File: config.mk
export PLATFORM = sky130hd
export DESIGN_NAME = spi_sck_divider
export DESIGN_NICKNAME = d
export VERILOG_FILES = /design/src/rtl/spi_div_pkg.sv /design/src/rtl/spi_div_decode.sv /design/src/rtl/spi_div_counter.sv /design/src/rtl/spi_div_phase.sv /design/src/rtl/spi_sck_divider.sv
export SDC_FILE = /design/constraint.sdc
export NUM_CORES = 1
export LEC_CHECK = 0
export BUFFER_PORTS_ARGS = -buffer_cell sky130_fd_sc_hd__buf_2
export CAP_MARGIN = 10
export CORE_MARGIN = 2
export CORE_UTILIZATION = 45
export CTS_CLUSTER_DIAMETER = 150
export DETAILED_ROUTE_END_ITERATION = 8
export PLACE_DENSITY = 0.66
export RECOVER_POWER = 25
export SETUP_SLACK_MARGIN = 0.3
export SYNTH_ARGS = -nofsm -noshare
export SYNTH_HDL_FRONTEND = slang
export SYNTH_HIERARCHICAL = 1
export SYNTH_SLANG_ARGS = --single-unit
export TNS_END_PERCENT = 100
File: constraint.sdc
create_clock -name clk -period 5.4 [get_ports clk]
set_clock_uncertainty 0.05 [all_clocks]
set_input_delay 0.27 -clock clk [delete_from_list [all_inputs] [get_ports clk]]
set_output_delay 0.27 -clock clk [all_outputs]
set_load 0.02 [all_outputs]
File: src/rtl/spi_div_pkg.sv
package spi_div_pkg;

  // Module cycles per SCK half-period for a decoded control word.
  function automatic int unsigned half_len(input int unsigned lin_n,
                                           input int unsigned exp_e,
                                           input logic        lin_sel);
    int unsigned h;
    if (lin_sel)       h = lin_n + 1;
    else if (exp_e == 0) h = 1;
    else               h = 1 << (exp_e - 1);
    return h;
  endfunction

  // Ratio of one: strobes run at module rate.
  function automatic logic is_full_rate(input int unsigned exp_e,
                                        input logic        lin_sel);
    return (!lin_sel) && (exp_e == 0);
  endfunction

endpackage

File: src/rtl/spi_div_decode.sv
module spi_div_decode #(
  parameter int CTRL_W  = 32,
  parameter int LIN_LSB = 0,
  parameter int LIN_W   = 8,
  parameter int EXP_LSB = 8,
  parameter int EXP_W   = 4,
  parameter int SEL_BIT = 12,
  parameter int CNT_W   = 15
) (
  input  logic [CTRL_W-1:0] ctrl,
  output logic [CNT_W-1:0]  half_next,
  output logic              full_next
);
  import spi_div_pkg::*;

  logic [LIN_W-1:0] lin_f;
  logic [EXP_W-1:0] exp_f;
  logic             sel_f;

  assign lin_f = ctrl[LIN_LSB +: LIN_W];
  assign exp_f = ctrl[EXP_LSB +: EXP_W];
  assign sel_f = ctrl[SEL_BIT];

  always_comb begin
    half_next = CNT_W'(half_len(int'(lin_f), int'(exp_f), sel_f));
    full_next = is_full_rate(int'(exp_f), sel_f);
  end
endmodule

File: src/rtl/spi_div_counter.sv
module spi_div_counter #(
  parameter int CNT_W = 15
) (
  input  logic             clk,
  input  logic             rst_n,
  input  logic             run,
  input  logic [CNT_W-1:0] half_next,
  input  logic             full_next,
  output logic             boundary,
  output logic [CNT_W-1:0] h_cur,
  output logic             full_cur
);
  logic [CNT_W-1:0] cnt;

  assign boundary = run && (cnt == (h_cur - CNT_W'(1)));

  always_ff @(posedge clk or negedge rst_n) begin
    if (!rst_n) begin
      cnt      <= '0;
      h_cur    <= CNT_W'(1);
      full_cur <= 1'b0;
    end else if (!run || boundary) begin
      cnt      <= '0;
      h_cur    <= half_next;
      full_cur <= full_next;
    end else begin
      cnt <= cnt + CNT_W'(1);
    end
  end
endmodule

File: src/rtl/spi_div_phase.sv
module spi_div_phase (
  input  logic clk,
  input  logic rst_n,
  input  logic run,
  input  logic boundary,
  input  logic full_cur,
  input  logic idle_pol,
  output logic sck,
  output logic lead_stb,
  output logic trail_stb
);
  logic active;

  always_ff @(posedge clk or negedge rst_n) begin
    if (!rst_n) begin
      active    <= 1'b0;
      lead_stb  <= 1'b0;
      trail_stb <= 1'b0;
    end else if (!run) begin
      active    <= 1'b0;
      lead_stb  <= 1'b0;
      trail_stb <= 1'b0;
    end else if (boundary && full_cur) begin
      active    <= 1'b0;
      lead_stb  <= 1'b1;
      trail_stb <= 1'b1;
    end else if (boundary) begin
      active    <= !active;
      lead_stb  <= !active;
      trail_stb <= active;
    end else begin
      lead_stb  <= 1'b0;
      trail_stb <= 1'b0;
    end
  end

  assign sck = idle_pol ^ active;
endmodule

File: src/rtl/spi_sck_divider.sv
module spi_sck_divider #(
  parameter int CTRL_W  = 32,
  parameter int LIN_LSB = 0,
  parameter int LIN_W   = 8,
  parameter int EXP_LSB = 8,
  parameter int EXP_W   = 4,
  parameter int SEL_BIT = 12
) (
  input  logic              clk,
  input  logic              rst_n,
  input  logic              run,
  input  logic              idle_pol,
  input  logic [CTRL_W-1:0] clk_ctrl,
  output logic              sck,
  output logic              lead_stb,
  output logic              trail_stb
);
  localparam int EXP_CW = (1 << EXP_W) - 1;
  localparam int CNT_W  = (LIN_W + 1 > EXP_CW) ? LIN_W + 1 : EXP_CW;

  logic [CNT_W-1:0] half_next;
  logic             full_next;
  logic             boundary;
  logic [CNT_W-1:0] h_cur;
  logic             full_cur;

  spi_div_decode #(
    .CTRL_W(CTRL_W), .LIN_LSB(LIN_LSB), .LIN_W(LIN_W),
    .EXP_LSB(EXP_LSB), .EXP_W(EXP_W), .SEL_BIT(SEL_BIT), .CNT_W(CNT_W)
  ) u_decode (
    .ctrl(clk_ctrl), .half_next(half_next), .full_next(full_next)
  );

  spi_div_counter #(.CNT_W(CNT_W)) u_counter (
    .clk(clk), .rst_n(rst_n), .run(run),
    .half_next(half_next), .full_next(full_next),
    .boundary(boundary), .h_cur(h_cur), .full_cur(full_cur)
  );

  spi_div_phase u_phase (
    .clk(clk), .rst_n(rst_n), .run(run), .boundary(boundary),
    .full_cur(full_cur), .idle_pol(idle_pol),
    .sck(sck), .lead_stb(lead_stb), .trail_stb(trail_stb)
  );
endmodule

==> flow_metrics.py, run 1 <==
metrics = {
    "worst_setup_path": {
        "worst-path-buf-inv": 1,
        "cp.required_ns": 5.54,
        "r2r-end": "u_phase/active",
        "path_max_fanout": 15,
        "worst_setup_path_end_kind": "flop",
        "cp_slowest_cell": "and3_1",
        "cp-start-kind": "flop",
        "path_delay_family": "simple AND/OR/NAND/NOR gates",
        "critPathKind": "reg -> reg",
        "path_cells": "inv_1 > ha_1 > nor3b_1 > a41oi_1 > or4_1 > a2111oi_2 > and3_1 > and2_1 > nand2_1 > o31ai_1",
        "critical_path_arrival_ns": 3.66,
        "reg2regPathDepth": 10,
        "r2r-start": "u_counter/h_cur[1]",
        "rrSetupSlack_ns": 1.88,
        "max_stage_delay_ns": 0.58,
    },
    "sta": {
        "finalHoldViolations": 0,
        "maxSlewViolCount": 35,
        "finalCriticalPeriod_ns": 3.52,
        "setup_tns_ns": 0,
        "setup_viol": 0,
        "max_slew_margin_pct": -21.0,
        "worst_pin_slew_ns": 1.81,
        "post-route-period-util_pct": 65.2,
        "rsz0062_at_grt": "no",
        "clock.fmax_ghz": 0.284,
    },
    "synth": {
        "avgSynthCellArea_um2": 9.50,
        "async_flop_share_pct": 100,
        "synth.cell_area_um2": 2390,
        "syn_nets": 292,
        "synth_edf_count": 0,
        "ys_ff_latch": 34,
        "synth_cell_types": 49,
        "synth_area_leaders": "dfrtp_1 (34%), xnor2_1 (8.0%), xor2_1 (6.2%)",
        "synth_cells": 252,
        "yosysTopAreaCell": "dfrtp_1",
        "synth-seq-area-share_pct": 35.6,
        "synth-main-ff-cell": "dfrtp_1",
        "yosysWarnings": 6,
        "yosys.area.top_type_share_pct": 34.5,
    },
    "cts": {
        "clk_pin_slew_worst_paths_ns": 0.07,
        "clock-sinks": 34,
        "worstSkewPairLatency_ns": 0.29,
        "postCtsSetupBuffers": 0,
        "hold_buffers": 0,
        "clock_path_buffers": 2,
        "numCtsBuffers": 5,
        "cts-htree-levels": 2,
        "cts_root_buf": "clkbuf_8",
        "cts_resized": 0,
        "cts_tree": "built",
    },
    "global_route": {
        "grt_start_max_net_pins": 35,
        "overflow": 0,
        "grt_pass1_vias": 1853,
        "antenna_found_initial": 0,
        "grt_pass1_wl_mm": 8.63,
        "grt.total_usage_pct": 18.0,
    },
    "pwr": {
        "vdd_drop_max_mv": 0.119,
        "total_leakage_power_nw": 1.17,
        "powerDensity_nw_per_um2": 273,
    },
    "floorplanning": {
        "fp.dieArea_um2": 5920,
        "die_y_um": 77.0,
        "rows": 26,
        "dieWidth_um": 77.0,
        "core_um2": 5110,
        "start_util_pct": 46.9,
        "io_pins": 39,
    },
    "final_layout": {
        "multiInputGateArea_um2": 1450,
        "layout-drive-gt1-share_pct": 19.3,
        "diodes": 0,
        "syn2layout_area_growth_pct": 11.3,
        "design_area_um2": 2670,
        "fill_cells": 494,
        "final_cell_mix": "dfrtp_1 (33), xnor2_1 (22), nor3_1 (21)",
        "final_util_pct": 52.2,
        "instances_no_fill": 340,
        "num-nets-final": 309,
        "final_common_cell": "dfrtp_1",
        "regArea_um2": 852,
    },
    "place": {
        "placed_area_um2": 2520,
        "post-place-cells": 332,
        "dpl.hpwl_mm": 3.56,
        "portBuffers": 19,
        "place.gp.congestion": 0.815,
    },
    "hold_path": {
        "min_path_cells": 3,
        "min_from": "run",
        "hold_path_class": "in -> reg",
        "min_to": "u_phase/active",
    },
    "detailed_routing": {
        "initialDrtViolationCount": 136,
        "drcViolationCount": 0,
        "wirelength_mm": 4.89,
        "drt-pass1-iter-count": 4,
        "vias_per_cell": 5.48,
        "wire_per_inst_um": 14.4,
        "vias": 1863,
        "postRouteAntennaNets": 0,
    },
    "outcome": {
        "violations": "capacitance limit, slew limit",
        "status": "finished with violations",
    },
    "job": {
        "drv_cap": 1,
    },
}
-- Yosys cell counts (3+ instances only) --
cell and n:
ha_1 4, xnor2_1 22, nand3_1 18, xor2_1 17
nor2b_1 3, dfrtp_1 33, a32o_1 4, mux2_4 9
nand2b_1 4, nor3_1 21, o21ai_0 4, and3_1 6
nand4_1 3, inv_1 10, a21oi_1 4, o31ai_1 3
mux2_2 7, a21o_1 3, and2b_1 3, nand2_1 12
nor2_1 13, nor4_1 7, clkbuf_1 4, buf_2 3
-- power by group --
| group | internal [mW] | leakage (nW) | total, mW | switching, mW |
|---|---|---|---|---|
| clock network | 0.197 | 0.0714 | 0.289 | 0.0923 |
| registers | 0.267 | 0.460 | 0.289 | 0.0216 |
| logic | 0.0712 | 0.641 | 0.150 | 0.0786 |
| total | 0.535 | 1.17 | 0.728 | 0.193 |
-- metal layers --
layer	track usage, %	share of wire (%)
met5	0	0
met4	4.36	0.76
met3	4.00	2.9
met2	28.9	45
met1	24.6	51
-- final cells by class --
| cell class | count | area share (%) |
|---|---|---|
| clock buffers | 6 | 3.10 |
| clock inverters | 2 | 2.25 |
| inverters | 10 | 1.41 |
| multi-input cells | 198 | 54.2 |
| flip-flops and latches | 34 | 32.0 |
| well taps | 70 | 3.28 |
| repair buffers | 20 | 3.80 |
-- flip-flops by register name (all words and copies together), names as in the netlist --
| register | cells |
|---|---|
| u_phase/lead_stb | 1 |
| u_phase/active | 1 |
| u_counter/h_cur | 15 |
| u_counter/full_cur | 1 |
| u_counter/cnt | 15 |
| u_phase/trail_stb | 1 |
-- logic make-up after synthesis --
| group | count (synthesis) | synth area share (%) |
|---|---|---|
| simple gates | 106 | 24.1 |
| flops | 34 | 35.6 |
| fa+ha+maj | 4 | 2.09 |
| buf+inv | 20 | 4.08 |
| compound gates | 33 | 10.9 |
| mux | 16 | 8.93 |
| xor+xnor | 39 | 14.3 |
-- worst max-delay path by stage --
stage / start / slack [ns] / cells past startpoint / end
final: u_counter/h_cur[1] / 1.88 / 10 / u_phase/active
after global routing: u_counter/h_cur[1] / 1.52 / 10 / u_phase/active
after CTS: u_counter/h_cur[1] / 1.87 / 10 / u_phase/active
after detailed placement: u_counter/h_cur[1] / 1.90 / 10 / u_phase/active
after global placement: u_counter/h_cur[1] / 1.89 / 10 / u_phase/active
after floorplan: u_counter/h_cur[1] / 2.55 / 10 / u_counter/h_cur[1]
-- tightest hold or removal path, delay by kind of cell --
family / cells / cell delay, ns
AND/OR/NAND/NOR: 1 / 0.08
buffers and inverters: 1 / 0.10
AO/OA/AOI/OAI: 1 / 0.07
-- through the flow --
| stage | hold WS [ns] | power (mW) | worst slack [ns] |
|---|---|---|---|
| CTS | 0.0342 | 0.735 | 1.87 |
| global placement | 0.341 | 0.440 | 1.89 |
| finish | 0.219 | 0.728 | 1.88 |
| detailed placement | 0.343 | 0.443 | 1.90 |
| floorplan | -0.0756 | 0.406 | 2.55 |
| global route | 0.246 | 0.765 | 1.52 |
(Power assumes the default switching activity.)
==> run 2, diff against run 1 <==
--- a/config.mk
+++ b/config.mk
@@ -5,13 +5,14 @@
 export SDC_FILE = /design/constraint.sdc
 export NUM_CORES = 1
 export LEC_CHECK = 0
+export ABC_AREA = 1
 export BUFFER_PORTS_ARGS = -buffer_cell sky130_fd_sc_hd__buf_2
 export CAP_MARGIN = 10
 export CORE_MARGIN = 2
 export CORE_UTILIZATION = 45
 export CTS_CLUSTER_DIAMETER = 150
 export DETAILED_ROUTE_END_ITERATION = 8
-export PLACE_DENSITY = 0.66
+export PLACE_DENSITY = 0.68
 export RECOVER_POWER = 25
 export SETUP_SLACK_MARGIN = 0.3
 export SYNTH_ARGS = -nofsm -noshare
==> constraint.sdc (replaced) <==
create_clock -name clk -period 2.9 [get_ports clk]
set_clock_uncertainty 0.05 [all_clocks]
set_input_delay 0.145 -clock clk [delete_from_list [all_inputs] [get_ports clk]]
set_output_delay 0.145 -clock clk [all_outputs]
set_load 0.02 [all_outputs]
==> run 2 against run 1 <==
  * The flow still finishes with violations (capacitance limit, slew limit)
  * Highest routed layer unchanged
  * First-iteration DRC count up 1.5%
  * Combinational power up 110%
  * Synthesized area up 9.8%
  * Worst hold slack worse by 0.023 ns
  * Count of clock-buffer cells in the layout up 1
  * Sequential power up 81%
  * Core utilization down 0.20 points
  * Clock power up 25%
==> flow_metrics.py, run 2 <==
metrics = {
    "cts": {
        "cts_tree": "built",
        "worstSkewPairLatency_ns": 0.28,
        "cts-htree-levels": 2,
        "numCtsBuffers": 5,
        "clk_pin_slew_worst_paths_ns": 0.07,
        "clock-sinks": 34,
        "cts_root_buf": "clkbuf_8",
        "clock_path_buffers": 2,
    },
    "detailed_routing": {
        "vias_per_cell": 5.02,
        "wirelength_mm": 5.84,
        "vias": 2541,
        "initialDrtViolationCount": 138,
        "drt-pass1-iter-count": 5,
        "drcViolationCount": 0,
        "postRouteAntennaNets": 0,
        "wire_per_inst_um": 11.5,
    },
    "global_route": {
        "overflow": 0,
        "grt_pass1_wl_mm": 10.0,
        "antenna_found_initial": 0,
        "grt_start_max_net_pins": 35,
        "grt_pass1_vias": 2294,
        "grt.total_usage_pct": 19.4,
    },
    "worst_setup_path": {
        "max_stage_delay_ns": 0.55,
        "path_max_fanout": 28,
        "r2r-end": "u_counter/h_cur[11]",
        "path_common_cell": "nand2_1",
        "critPathKind": "reg -> reg",
        "r2r-start": "u_counter/h_cur[0]",
        "cp.required_ns": 3.07,
        "critical_path_arrival_ns": 2.56,
        "path_cells": "inv_2 > ha_1 > inv_1 > nand2_1 > nand2_1 > nor2_1 > nand2_1 > nor2_1 > nand2_1 > nor2_1 > nand2_1 > nor2_4 > nand2_8 > nand2_8 > nand2_1 > nand2_1",
        "cp-start-kind": "flop",
        "reg2regPathDepth": 16,
        "worst_setup_path_end_kind": "flop",
        "cp_slowest_cell": "dfstp_2",
        "rrSetupSlack_ns": 0.51,
    },
    "final_layout": {
        "final_util_pct": 52.0,
        "diodes": 0,
        "fill_cells": 570,
        "syn2layout_area_growth_pct": 10.2,
        "multiInputGateArea_um2": 1570,
        "final_common_cell": "nand2_1",
        "top_regs": "u_counter/cnt: 15 flops, u_counter/h_cur: 15 flops",
        "num-nets-final": 473,
        "regArea_um2": 852,
        "final_cell_mix": "nand2_1 (132), nor2_1 (68), nand3_1 (48)",
        "layout-drive-gt1-share_pct": 12.4,
    },
    "sta": {
        "setup_tns_ns": 0,
        "setup_viol": 0,
        "post-route-period-util_pct": 82.3,
        "holdWs_ns": 0.196,
        "maxSlewViolCount": 35,
        "finalHoldViolations": 0,
        "max_slew_margin_pct": -22.0,
        "rsz0062_at_grt": "yes",
        "finalCriticalPeriod_ns": 2.39,
        "clock.fmax_ghz": 0.419,
        "worst_pin_slew_ns": 1.83,
    },
    "job": {
        "drv_cap": 1,
    },
    "hold_path": {
        "min_to": "u_counter/h_cur[0]",
        "hold_path_class": "in -> reg",
        "min_path_cells": 6,
        "min_from": "clk_ctrl[0]",
    },
    "floorplanning": {
        "dieWidth_um": 80.5,
        "core_um2": 5570,
        "io_pins": 39,
        "fp.dieArea_um2": 6470,
        "rows": 27,
        "die_y_um": 80.5,
        "start_util_pct": 47.2,
    },
    "synth": {
        "synth.cell_area_um2": 2630,
        "synth_cell_types": 30,
        "yosysWarnings": 6,
        "post-synth-top-count-cell": "nand2_1",
        "syn_nets": 451,
        "synth_edf_count": 0,
        "synth-main-ff-cell": "dfrtp_1",
        "yosys.area.top_type_share_pct": 31.4,
        "synth_common_cells": "nand2_1 (132), nor2_1 (69), nand3_1 (48), inv_1 (47), dfrtp_1 (33)",
        "yosysTopAreaCell": "dfrtp_1",
        "synth_area_leaders": "dfrtp_1 (31%), nand2_1 (19%), nor2_1 (9.8%)",
        "ys_ff_latch": 34,
        "avgSynthCellArea_um2": 6.40,
        "synth_cells": 411,
        "synth-seq-area-share_pct": 32.4,
        "async_flop_share_pct": 100,
    },
    "outcome": {
        "violations": "capacitance limit, slew limit",
        "status": "finished with violations",
    },
    "pwr": {
        "vdd_drop_max_mv": 0.213,
        "total_leakage_power_nw": 1.53,
        "power_mw": 1.20,
        "powerDensity_nw_per_um2": 415,
    },
    "place": {
        "dpl.hpwl_mm": 4.30,
        "place.gp.congestion": 0.930,
        "portBuffers": 19,
    },
}
[run 2: cell count changes in the layout (fill, tap and decap cells not counted), moves of 6 or more]
cell     previous run  this run
nand2_1            12       132
mux2_2              7         0
mux2_4              9         0
nor2_1             13        68
nor3_1             21         1
nand2_2             0        13
nor4_1              7         0
inv_1              10        46
nand3_1            18        48
and3_1              6         0
xnor2_1            22         5
xor2_1             17        11
[run 2: timing repair]
| item | 4_1_cts | 5_1_grt |
|---|---|---|
| gates resized for setup | 0 | 5 |
| hold endpoints to repair | 33 | 0 |
| hold buffers | 1 | 0 |
| setup endpoints to repair | 0 | 31 |
| buffers inserted | 0 | 2 |
[run 2: critical path: cells and delay by family (launching register included)]
kind	cells	cell delay [ns]
and+or+nand+nor	13	1.33
adders and majority gates	1	0.29
buffers and inverters	2	0.10
DFF	1	0.55
[run 2: cell type report]
type | count | area share, %
multi-input combinational | 322 | 54.1
sequential | 34 | 29.4
inverter | 48 | 6.21
timing repair buffer | 22 | 4.01
tap | 72 | 3.11
clock buffer | 7 | 2.98
clock inverter | 1 | 0.173
[run 2: cell families after synthesis]
| group | share of synthesized area [%] |
|---|---|
| AND/OR/NAND/NOR | 47.7 |
| buffers and inverters | 8.99 |
| flip-flops | 32.4 |
| XOR/XNOR | 5.95 |
| AO/OA/AOI/OAI | 3.05 |
| adder cells (fa/ha/maj) | 1.90 |
[run 2: metrics by stage]
| step | worst slack (ns) | cells | area, um2 |
|---|---|---|---|
| detailed placement | 0.473 | 494 | 2760 |
| global route | 0.246 | 506 | 2900 |
| floorplan | 0.693 | 411 | 2630 |
| finish | 0.512 | 506 | 2900 |
| global placement | 0.509 | 494 | 2760 |
| CTS | 0.453 | 503 | 2860 |
[run 2: where the power goes]
part	internal, mW	leakage, nW	total, mW	switching, mW
logic	0.107	1.02	0.319	0.212
registers	0.495	0.461	0.523	0.0282
clock network	0.192	0.0482	0.362	0.170
total	0.793	1.53	1.20	0.410
[run 2: per-layer routing]
metal | track usage [%] | share of wire (%)
met1 | 25.9 | 47
met3 | 2.47 | 3.1
met4 | 5.42 | 1.3
met5 | 0 | 0
met2 | 32.8 | 48
[run 2: how the worst max path moves through the flow]
stage | start | to | slack, ns | cells past startpoint
after floorplan | u_counter/h_cur[0] | u_phase/active | 0.69 | 19
final | u_counter/h_cur[0] | u_counter/h_cur[11] | 0.51 | 16
after global placement | u_counter/h_cur[0] | u_phase/active | 0.51 | 18
after CTS | u_counter/h_cur[0] | u_phase/active | 0.45 | 18
after detailed placement | u_counter/h_cur[0] | u_phase/active | 0.47 | 18
after global routing | u_counter/h_cur[0] | u_phase/trail_stb | 0.25 | 16
==> run 3, diff against run 2 <==
--- a/config.mk
+++ b/config.mk
@@ -5,14 +5,14 @@
 export SDC_FILE = /design/constraint.sdc
 export NUM_CORES = 1
 export LEC_CHECK = 0
-export ABC_AREA = 1
+export ABC_AREA = 0
 export BUFFER_PORTS_ARGS = -buffer_cell sky130_fd_sc_hd__buf_2
 export CAP_MARGIN = 10
 export CORE_MARGIN = 2
 export CORE_UTILIZATION = 45
 export CTS_CLUSTER_DIAMETER = 150
 export DETAILED_ROUTE_END_ITERATION = 8
-export PLACE_DENSITY = 0.68
+export PLACE_DENSITY = 0.66
 export RECOVER_POWER = 25
 export SETUP_SLACK_MARGIN = 0.3
 export SYNTH_ARGS = -nofsm -noshare
==> constraint.sdc (replaced) <==
create_clock -name clk -period 2.5 [get_ports clk]
set_clock_uncertainty 0.05 [all_clocks]
set_input_delay 0.125 -clock clk [delete_from_list [all_inputs] [get_ports clk]]
set_output_delay 0.125 -clock clk [all_outputs]
set_load 0.02 [all_outputs]
==> run 3 against run 2 <==
  * The flow finishes with violations (capacitance limit, slew limit, setup timing)
  * Final cell count down 27%
  * Worst hold slack lost 0.089 ns
  * Total power rose by 27%
  * Global-route usage increased by 0.49 points
  * Design area increased by 3.6%
  * Sequential cell count unchanged
  * Setup slack worse by 0.69 ns
  * Critical path type unchanged
  * Largest cell class unchanged
  * Largest power group unchanged
  * Highest routed layer unchanged
==> flow_metrics.py, run 3 (same netlist as run 1, synthesis figures left out) <==
metrics = {
    "final_layout": {
        "final_common_cell": "dfrtp_1",
        "final_cell_mix": "dfrtp_1 (33), buf_4 (22), xnor2_1 (21)",
        "multiInputGateArea_um2": 1580,
        "final_util_pct": 58.8,
        "syn2layout_area_growth_pct": 25.4,
        "diodes": 0,
        "top_regs": "u_counter/cnt: 15 flops, u_counter/h_cur: 15 flops",
        "layout-drive-gt1-share_pct": 30.9,
        "num-nets-final": 337,
        "instances_no_fill": 368,
        "fill_cells": 454,
        "regArea_um2": 852,
    },
    "sta": {
        "holdWs_ns": 0.107,
        "post-route-period-util_pct": 107,
        "finalCriticalPeriod_ns": 2.68,
        "maxSlewViolCount": 35,
        "setup_tns_ns": -4.62,
        "max_slew_margin_pct": -16.8,
        "clock.fmax_ghz": 0.373,
        "finalHoldViolations": 0,
        "worst_pin_slew_ns": 1.75,
        "setup_viol": 33,
        "timing.final.ws_setup_ns": -0.178,
        "rsz0062_at_grt": "yes",
    },
    "worst_setup_path": {
        "reg2regPathDepth": 10,
        "r2r-start": "u_counter/h_cur[2]",
        "rrSetupSlack_ns": -0.18,
        "r2r-end": "u_phase/active",
        "path_max_fanout": 4,
        "critPathKind": "reg -> reg",
        "cp.required_ns": 2.62,
        "cp-start-kind": "flop",
        "worst_setup_path_end_kind": "flop",
        "critical_path_arrival_ns": 2.79,
    },
    "detailed_routing": {
        "wirelength_mm": 5.44,
        "drt-pass1-iter-count": 5,
        "vias": 2027,
        "postRouteAntennaNets": 0,
        "wire_per_inst_um": 14.8,
        "drcViolationCount": 0,
        "vias_per_cell": 5.51,
        "initialDrtViolationCount": 151,
    },
    "outcome": {
        "violations": "capacitance limit, slew limit, setup timing",
        "status": "finished with violations",
    },
    "cts": {
        "cts-htree-levels": 2,
        "clock_path_buffers": 2,
        "worstSkewPairLatency_ns": 0.28,
        "numCtsBuffers": 5,
        "clock-sinks": 34,
        "clk_pin_slew_worst_paths_ns": 0.06,
        "cts_root_buf": "clkbuf_8",
        "cts_tree": "built",
    },
    "place": {
        "portBuffers": 19,
        "place.gp.congestion": 0.836,
        "post-place-cells": 353,
        "dpl.hpwl_mm": 3.92,
    },
    "global_route": {
        "grt.total_usage_pct": 19.8,
        "grt_start_max_net_pins": 35,
        "antenna_found_initial": 0,
        "overflow": 0,
        "grt_pass1_wl_mm": 9.34,
        "grt_pass1_vias": 1945,
    },
    "floorplanning": {
        "start_util_pct": 46.9,
        "fp.dieArea_um2": 5920,
        "rows": 26,
        "die_y_um": 77.0,
        "core_um2": 5110,
        "dieWidth_um": 77.0,
        "io_pins": 39,
    },
    "pwr": {
        "power_mw": 1.53,
        "total_leakage_power_nw": 1.32,
        "vdd_drop_max_mv": 0.299,
        "powerDensity_nw_per_um2": 509,
    },
    "hold_path": {
        "min_from": "run",
        "min_to": "u_phase/active",
        "hold_path_class": "in -> reg",
        "min_path_cells": 3,
    },
    "job": {
        "drv_cap": 1,
    },
}
[run 3: cell count changes in the layout (fill, tap and decap cells not counted), moves of 6 or more]
cell	change
mux2_4	+9
nand3_1	-30
xor2_1	+6
mux2_2	+7
nor2_1	-55
nand2_2	-13
nand2_1	-121
buf_4	+20
inv_1	-37
nor3_1	+19
xnor2_1	+16
[run 3: cell type report]
cell class | count | area share, %
tap | 70 | 2.92
multi-input combinational | 198 | 52.7
clock buffer | 7 | 2.88
timing repair buffer | 48 | 11.7
sequential | 34 | 28.4
clock inverter | 1 | 0.167
inverter | 10 | 1.25
[run 3: metal layers]
| metal | up-vias | GRT usage, % | part of all wire, % |
|---|---|---|---|
| met1 | 978 | 27.2 | 48 |
| met3 | 6 | 2.82 | 3.1 |
| met2 | 41 | 31.9 | 48 |
| met5 | - | 0 | 0 |
| li1 | 1002 | - | - |
| met4 | 0 | 7.09 | 1.3 |
[run 3: worst max path at each step]
stage                            start                 end  slack (ns)
global placement    u_counter/h_cur[0]      u_phase/active       -0.14
finish              u_counter/h_cur[2]      u_phase/active       -0.18
detailed placement  u_counter/h_cur[0]      u_phase/active       -0.17
global route        u_counter/h_cur[2]   u_phase/trail_stb       -0.30
CTS                 u_counter/h_cur[0]      u_phase/active       -0.13
floorplan           u_counter/h_cur[0]  u_counter/h_cur[1]       -0.22
[run 3: report_power, final]
part           leakage, nW  total [mW]  switching [mW]  internal, mW
sequential           0.460       0.611          0.0333         0.578
clock               0.0482       0.408           0.186         0.222
combinational        0.814       0.510           0.245         0.265
total                 1.32        1.53           0.464          1.06
[run 3: critical path: stages (launching register included)]
cell,delay (ns)
dfrtp_1,0.42
buf_6,0.13
buf_6,0.11
nor3_4,0.21
xnor2_1,0.10
or4_4,0.49
a2111oi_4,0.41
and3_4,0.27
and2_4,0.15
nand3b_1,0.14
o31ai_4,0.08
[run 3: through the flow]
stage | cell area, um2 | worst slack (ns)
3_5_place_dp | 2740 | -0.170
2_1_floorplan | 2440 | -0.221
5_1_grt | 3000 | -0.295
3_3_place_gp | 2740 | -0.142
4_1_cts | 2950 | -0.128
6_report | 3000 | -0.178
[run 3: repair_timing]
item / CTS / global route
endpoints found under the setup margin: 34 / 34
hold buffers: 1 / 0
gates resized for setup: 14 / 10
pin swaps: 6 / 7
endpoints found under the hold margin: 33 / 0
buffers inserted: 6 / 0
gates cloned: 0 / 0
